## config.mk

```make
export PLATFORM = sky130hd
export DESIGN_NAME = cache_cfg_seq
export DESIGN_NICKNAME = d
export VERILOG_FILES = /design/src/rtl/cache_cfg_pkg.sv /design/src/rtl/cache_cfg_regs.sv /design/src/rtl/cache_inv_walker.sv /design/src/rtl/cache_policy_unit.sv /design/src/rtl/cache_cfg_seq.sv
export SDC_FILE = /design/constraint.sdc
export NUM_CORES = 1
export LEC_CHECK = 0
export CORE_MARGIN = 3
export CORE_UTILIZATION = 37
export DETAILED_ROUTE_END_ITERATION = 16
export PLACE_DENSITY = 0.95
export SLEW_MARGIN = 20
export SYNTH_ARGS = -nofsm -noshare
export SYNTH_HDL_FRONTEND = slang
export SYNTH_HIERARCHICAL = 1
export SYNTH_SLANG_ARGS = --single-unit
```

## constraint.sdc

```tcl
create_clock -name clk -period 2.3 [get_ports clk]
set_input_delay 0.345 -clock clk [delete_from_list [all_inputs] [get_ports clk]]
set_output_delay 0.345 -clock clk [all_outputs]
set_load 0.005 [all_outputs]
```

## src/rtl/cache_cfg_pkg.sv

```systemverilog
package cache_cfg_pkg;
  localparam int B_EN    = 0;
  localparam int B_PAR   = 1;
  localparam int B_RAT   = 2;
  localparam int RAT_W   = 3;
  localparam int B_DO    = 5;
  localparam int B_IO    = 6;
  localparam int B_INV   = 7;
  localparam int B_LP    = 8;
  localparam int B_WT    = 9;
  localparam int B_VIOL  = 10;
  localparam int CFG_W   = 11;

  typedef struct packed {
    logic             viol;
    logic             wt;
    logic             lp;
    logic             iof;
    logic             dof;
    logic [RAT_W-1:0] ratio;
    logic             par;
    logic             en;
  } cfg_t;
endpackage

```

## src/rtl/cache_cfg_regs.sv

```systemverilog
module cache_cfg_regs
  import cache_cfg_pkg::*;
(
  input  logic             clk,
  input  logic             rst_n,
  input  logic             wr_en,
  input  logic [CFG_W-1:0] wr_data,
  input  logic             dll_locked,
  input  logic             cache_enable,
  input  logic             inv_busy,
  output cfg_t             cfg,
  output logic             inv_start
);
  cfg_t cfg_q, cfg_d;
  logic enabled, inv_req, inv_ok, en_set, en_ok, wt_set, viol_now;

  always_comb begin
    enabled  = cfg_q.en | cache_enable;
    inv_req  = wr_en & wr_data[B_INV];
    inv_ok   = ~enabled & ~inv_busy;
    en_set   = wr_en & wr_data[B_EN] & ~cfg_q.en;
    en_ok    = (cfg_q.ratio != '0) & dll_locked & ~inv_busy & ~inv_req;
    wt_set   = wr_en & wr_data[B_WT] & ~cfg_q.wt;
    viol_now = (en_set & ~en_ok) | (inv_req & ~inv_ok) | (wt_set & enabled);
    inv_start = inv_req & inv_ok;

    cfg_d = cfg_q;
    if (wr_en) begin
      cfg_d.par   = wr_data[B_PAR];
      cfg_d.ratio = wr_data[B_RAT +: RAT_W];
      cfg_d.dof   = wr_data[B_DO];
      cfg_d.iof   = wr_data[B_IO];
      cfg_d.lp    = wr_data[B_LP];
      if (!wr_data[B_EN])          cfg_d.en = 1'b0;
      else if (en_set && en_ok)    cfg_d.en = 1'b1;
      if (!wr_data[B_WT])          cfg_d.wt = 1'b0;
      else if (wt_set && !enabled) cfg_d.wt = 1'b1;
      if (viol_now)                cfg_d.viol = 1'b1;
      else if (wr_data[B_VIOL])    cfg_d.viol = 1'b0;
    end
  end

  always_ff @(posedge clk or negedge rst_n) begin
    if (!rst_n)     cfg_q <= '0;
    else if (wr_en) cfg_q <= cfg_d;
  end

  assign cfg = cfg_q;
endmodule

```

## src/rtl/cache_inv_walker.sv

```systemverilog
module cache_inv_walker #(
  parameter  int ENTRIES = 256,
  localparam int IDX_W   = $clog2(ENTRIES)
) (
  input  logic             clk,
  input  logic             rst_n,
  input  logic             start,
  output logic             busy,
  output logic [IDX_W-1:0] index
);
  localparam logic [IDX_W-1:0] LAST = IDX_W'(ENTRIES - 1);

  logic             busy_q, busy_d;
  logic [IDX_W-1:0] idx_q, idx_d;
  logic             step;

  always_comb begin
    busy_d = busy_q;
    idx_d  = idx_q;
    step   = start | busy_q;
    if (start) begin
      busy_d = 1'b1;
      idx_d  = '0;
    end else if (busy_q) begin
      if (idx_q == LAST) begin
        busy_d = 1'b0;
        idx_d  = '0;
      end else begin
        idx_d = idx_q + 1'b1;
      end
    end
  end

  always_ff @(posedge clk or negedge rst_n) begin
    if (!rst_n) begin
      busy_q <= 1'b0;
      idx_q  <= '0;
    end else if (step) begin
      busy_q <= busy_d;
      idx_q  <= idx_d;
    end
  end

  assign busy  = busy_q;
  assign index = idx_q;
endmodule

```

## src/rtl/cache_policy_unit.sv

```systemverilog
module cache_policy_unit #(
  parameter  int DATA_W = 64,
  localparam int NBYTES = DATA_W / 8
) (
  input  logic              cache_enable,
  input  logic              dof,
  input  logic              iof,
  input  logic              wt,
  input  logic              par_en,
  input  logic              miss_valid,
  input  logic              miss_is_instr,
  input  logic              store_valid,
  input  logic [DATA_W-1:0] par_data,
  output logic              fill_allow,
  output logic              bus_forward,
  output logic              mark_dirty,
  output logic [NBYTES-1:0] par_out
);
  logic side_ok;

  always_comb begin
    side_ok     = miss_is_instr ? ~dof : ~iof;
    fill_allow  = cache_enable & miss_valid & side_ok;
    bus_forward = store_valid & wt;
    mark_dirty  = store_valid & cache_enable & ~wt;
  end

  for (genvar g = 0; g < NBYTES; g++) begin : g_par
    assign par_out[g] = par_en & (^par_data[g*8 +: 8]);
  end
endmodule

```

## src/rtl/cache_cfg_seq.sv

```systemverilog
module cache_cfg_seq
  import cache_cfg_pkg::*;
#(
  parameter  int TAG_ENTRIES = 256,
  parameter  int DATA_W      = 64,
  localparam int IDX_W       = $clog2(TAG_ENTRIES),
  localparam int NBYTES      = DATA_W / 8
) (
  input  logic              clk,
  input  logic              rst_n,
  input  logic              cfg_wr_en,
  input  logic [CFG_W-1:0]  cfg_wr_data,
  input  logic              dll_locked,
  input  logic              nap_state,
  input  logic              sleep_state,
  input  logic              xact_accept,
  input  logic              miss_valid,
  input  logic              miss_is_instr,
  input  logic              store_valid,
  input  logic [DATA_W-1:0] par_data,
  output logic [CFG_W-1:0]  cfg_rd_data,
  output logic              cache_enable,
  output logic [RAT_W-1:0]  clk_ratio,
  output logic              dll_enable,
  output logic              inv_busy,
  output logic [IDX_W-1:0]  inv_index,
  output logic              write_through,
  output logic              data_only,
  output logic              instr_only,
  output logic              parity_en,
  output logic              sram_zz,
  output logic              fill_allow,
  output logic              bus_forward,
  output logic              mark_dirty,
  output logic [NBYTES-1:0] par_out
);
  cfg_t cfg;
  logic inv_start;
  logic ce_q, ce_d;
  logic zz_q, zz_d;

  cache_cfg_regs u_regs (
    .clk          (clk),
    .rst_n        (rst_n),
    .wr_en        (cfg_wr_en),
    .wr_data      (cfg_wr_data),
    .dll_locked   (dll_locked),
    .cache_enable (ce_q),
    .inv_busy     (inv_busy),
    .cfg          (cfg),
    .inv_start    (inv_start)
  );

  cache_inv_walker #(.ENTRIES(TAG_ENTRIES)) u_walk (
    .clk   (clk),
    .rst_n (rst_n),
    .start (inv_start),
    .busy  (inv_busy),
    .index (inv_index)
  );

  cache_policy_unit #(.DATA_W(DATA_W)) u_pol (
    .cache_enable  (ce_q),
    .dof           (cfg.dof),
    .iof           (cfg.iof),
    .wt            (cfg.wt),
    .par_en        (cfg.par),
    .miss_valid    (miss_valid),
    .miss_is_instr (miss_is_instr),
    .store_valid   (store_valid),
    .par_data      (par_data),
    .fill_allow    (fill_allow),
    .bus_forward   (bus_forward),
    .mark_dirty    (mark_dirty),
    .par_out       (par_out)
  );

  always_comb begin
    ce_d = cfg.en;
    zz_d = cfg.lp & (nap_state | sleep_state);
  end

  always_ff @(posedge clk or negedge rst_n) begin
    if (!rst_n)           ce_q <= 1'b0;
    else if (xact_accept) ce_q <= ce_d;
  end

  always_ff @(posedge clk or negedge rst_n) begin
    if (!rst_n) zz_q <= 1'b0;
    else        zz_q <= zz_d;
  end

  always_comb begin
    cfg_rd_data                 = '0;
    cfg_rd_data[B_EN]           = cfg.en;
    cfg_rd_data[B_PAR]          = cfg.par;
    cfg_rd_data[B_RAT +: RAT_W] = cfg.ratio;
    cfg_rd_data[B_DO]           = cfg.dof;
    cfg_rd_data[B_IO]           = cfg.iof;
    cfg_rd_data[B_INV]          = inv_busy;
    cfg_rd_data[B_LP]           = cfg.lp;
    cfg_rd_data[B_WT]           = cfg.wt;
    cfg_rd_data[B_VIOL]         = cfg.viol;
  end

  assign cache_enable  = ce_q;
  assign clk_ratio     = cfg.ratio;
  assign dll_enable    = |cfg.ratio;
  assign write_through = cfg.wt;
  assign data_only     = cfg.dof;
  assign instr_only    = cfg.iof;
  assign parity_en     = cfg.par;
  assign sram_zz       = zz_q;
endmodule

```

==> results.json <==
{
  "peakVddDrop_mv": 0.565,
  "crit_path_start_kind": "input port",
  "postCtsSetupBuffers": 0,
  "violations": "negative setup slack",
  "vias": 1654,
  "fin_util_pct": 73.2,
  "intPower_mw": 1.17,
  "whs_ns": 0.424,
  "seq_area_frac_synth_pct": 31.3,
  "grt_max_degree": 22,
  "cp_max_fo": 1,
  "required_ns": 1.96,
  "antenna_cells": 0,
  "synth_largest_area_cell": "dfrtp_1",
  "hold_class": "input port to asynchronous set/reset pin",
  "worstPathArrival_ns": 1.96,
  "finalNonFillerCells": 334,
  "routed_via_density": 4.95,
  "gp_congestion": 0.810,
  "synth_top_area_share_pct": 31.3,
  "ys_top_cells_by_count": "xnor2_1, dfrtp_1, buf_4, xor2_1, and2_1",
  "grt_overflow": 0,
  "met2_usage_pct": 37.6,
  "setup_viol": 1,
  "power_mw": 1.74,
  "synth_edf_count": 0,
  "combPwrFrac_pct": 51.9,
  "ioPinCount": 126,
  "antenna_found_initial": 0,
  "place_ws_ns": -0.00779,
  "grt.total_usage_pct": 20.3,
  "drive_above_1_share_pct": 10.2,
  "final_hold_viol_count": 0,
  "netSwitchingPower_mw": 0.577,
  "dr.pass1.iters": 4,
  "die_area_mm2": 0.00538,
  "fp.dieH_um": 73.3,
  "ant_nets": 0,
  "max-cap-violations": 0,
  "initial_core_util_pct": 40.2,
  "swShare_pct": 33.1,
  "rows": 23,
  "wire_per_inst_um": 16.9,
  "regToRegStartpoint": "u_walk/busy",
  "setup_slack_ns": -0.00295,
  "power_frac_seq_pct": 34.6,
  "grt_pass1_wl_um": 8410,
  "tightestPinTransition_ns": 0.412,
  "ys.flop_type": "dfrtp_1",
  "fin_crit_sh_pct": 100,
  "fp.dieW_um": 73.3,
  "hpwl_um": 4550,
  "place_inst": 330,
  "cp-startpoint": "par_data[5]",
  "synth_fp_nets": 252,
  "power_density_mw_per_mm2": 572,
  "grt_use_met1_pct": 23.3,
  "p_leak_nw": 1.32,
  "cts_hold_buf": 0,
  "grt.busiest_layer": "met2",
  "end_kind": "primary output",
  "clock-skew-final_ns": 0.00259,
  "fmax_mhz": 434,
  "grt_pass1_vias": 1684,
  "synth_area_leaders": "dfrtp_1, xnor2_1, xor2_1",
  "drc": 0,
  "path_clk_slew_ns": 0.07,
  "status": "complete, but fails checks",
  "criticalPathCategory": "input port to primary output",
  "htreeDepth": 1,
  "io_buffer_count": 125,
  "area_growth_pct": 82.1,
  "finalCriticalPeriod_ns": 2.30,
  "synth_area_per_cell_um2": 10.1,
  "cts_buffers": 3,
  "ys_types": 40,
  "drt-initial-drc-count": 57,
  "yosysMostFrequentCell": "xnor2_1",
  "maxSlewViolCount": 0,
  "synth_area_mm2": 0.00168,
  "cts-root-buf": "clkbuf_8",
  "synth_cells": 166,
  "core_mm2": 0.00417,
  "clockBufferDepth": 2,
  "met3_usage_pct": 4.10,
  "yosys_register_bits": 21,
  "wl_um": 5640,
  "insertion_delay_ns": 0.26,
  "yosys_warnings": 6,
  "cts_tree": "built",
  "clock_power_share_pct": 13.5,
  "relSlewSlack_pct": 72.5,
  "clock_sinks": 21,
  "async_flop_share_pct": 100,
  "nNetsFinal": 371
}
[timing repair]
item,CTS,global route
pin swaps,4,17
endpoints found under the setup margin,3,5
gates cloned,0,0
resized for setup,3,23
[worst max-delay path, stage by stage]
cell and delay [ns]:
clkdlybuf4s50_1 0.45, xnor2_2 0.23, xnor2_2 0.16, xnor2_1 0.14, and2_1 0.15, clkdlybuf4s50_1 0.50
[per-layer routing]
metal | up-vias | share of wire (%)
met4 | 0 | 2.1
met2 | 65 | 56
met3 | 10 | 6.1
met1 | 796 | 36
met5 | - | 0
li1 | 783 | -
[kinds of logic after synthesis]
logic type	Yosys count	share of synthesized area, %
AO/OA/AOI/OAI	21	8.51
AND/OR/NAND/NOR	37	14.7
buffers and inverters	18	7.16
XOR/XNOR	58	30.3
flip-flops	21	31.3
multiplexers	10	7.24
adder cells (fa/ha/maj)	1	0.746
[final timing paths]
check | end | slack (ns) | cells past startpoint
worst max-delay path | par_out[0] | -0.003 | 6
worst min-delay path | sram_zz | 0.42 | 2
worst max register to register | u_walk/index[7] | 0.73 | 3
worst min register to register | u_regs/cfg[9] | 0.51 | 2
max in group asynchronous | u_regs/cfg[3] | 1.66 | 2
min in group clk | u_regs/cfg[9] | 0.51 | 2
[area by class of cell]
type | count | area [µm²]
repair buffers | 127 | 1290
fillers | 297 | 1120
multi-input cells | 127 | 1110
flip-flops and latches | 21 | 526
well taps | 50 | 62.6
clock buffers | 4 | 45.0
inverters | 5 | 18.8
[flip-flops by register name, indices dropped and copies added (netlist names)]
| register | count |
|---|---|
| u_regs/cfg | 10 |
| u_walk/index | 8 |
| cache_enable | 1 |
| sram_zz | 1 |
| u_walk/busy | 1 |
[placed cells by master, fill, tap and decap left out, types with 2 or more instances in the layout]
| cell | instances |
|---|---|
| nand2_1 | 4 |
| clkdlybuf4s50_1 | 109 |
| mux2_2 | 5 |
| dlygate4sd2_1 | 3 |
| dfrtp_1 | 21 |
| a311oi_1 | 2 |
| buf_4 | 2 |
| a21oi_1 | 7 |
| and3_1 | 2 |
| and2_1 | 9 |
| or3_1 | 2 |
| mux2_4 | 3 |
| xor2_1 | 7 |
| nand3_1 | 3 |
| nor2_1 | 4 |
| dlymetal6s2s_1 | 13 |
| mux2i_1 | 2 |
| xnor2_2 | 7 |
| clkbuf_8 | 3 |
| xnor2_1 | 41 |
| o21ai_0 | 4 |
| nand4_1 | 2 |
| inv_1 | 5 |
| xor2_2 | 3 |
[through the flow]
| stage | TNS [ns] | cell area (µm²) |
|---|---|---|
| 2_1_floorplan | 0 | 1680 |
| 3_3_place_gp | 0 | 2900 |
| 3_5_place_dp | -0.00829 | 2900 |
| 4_1_cts | 0 | 2950 |
| 5_1_grt | -0.0233 | 3050 |
| 6_report | -0.00295 | 3050 |
[power groups by stage]
stage          combinational [mW]  clock, mW  sequential (mW)
4_1_cts                     0.897      0.247            0.605
5_1_grt                     0.981      0.263            0.625
6_report                    0.906      0.235            0.604
2_1_floorplan               0.465          0            0.562
3_3_place_gp                0.874          0            0.603
3_5_place_dp                0.902          0            0.610
Power figures use the tool's default switching activity.
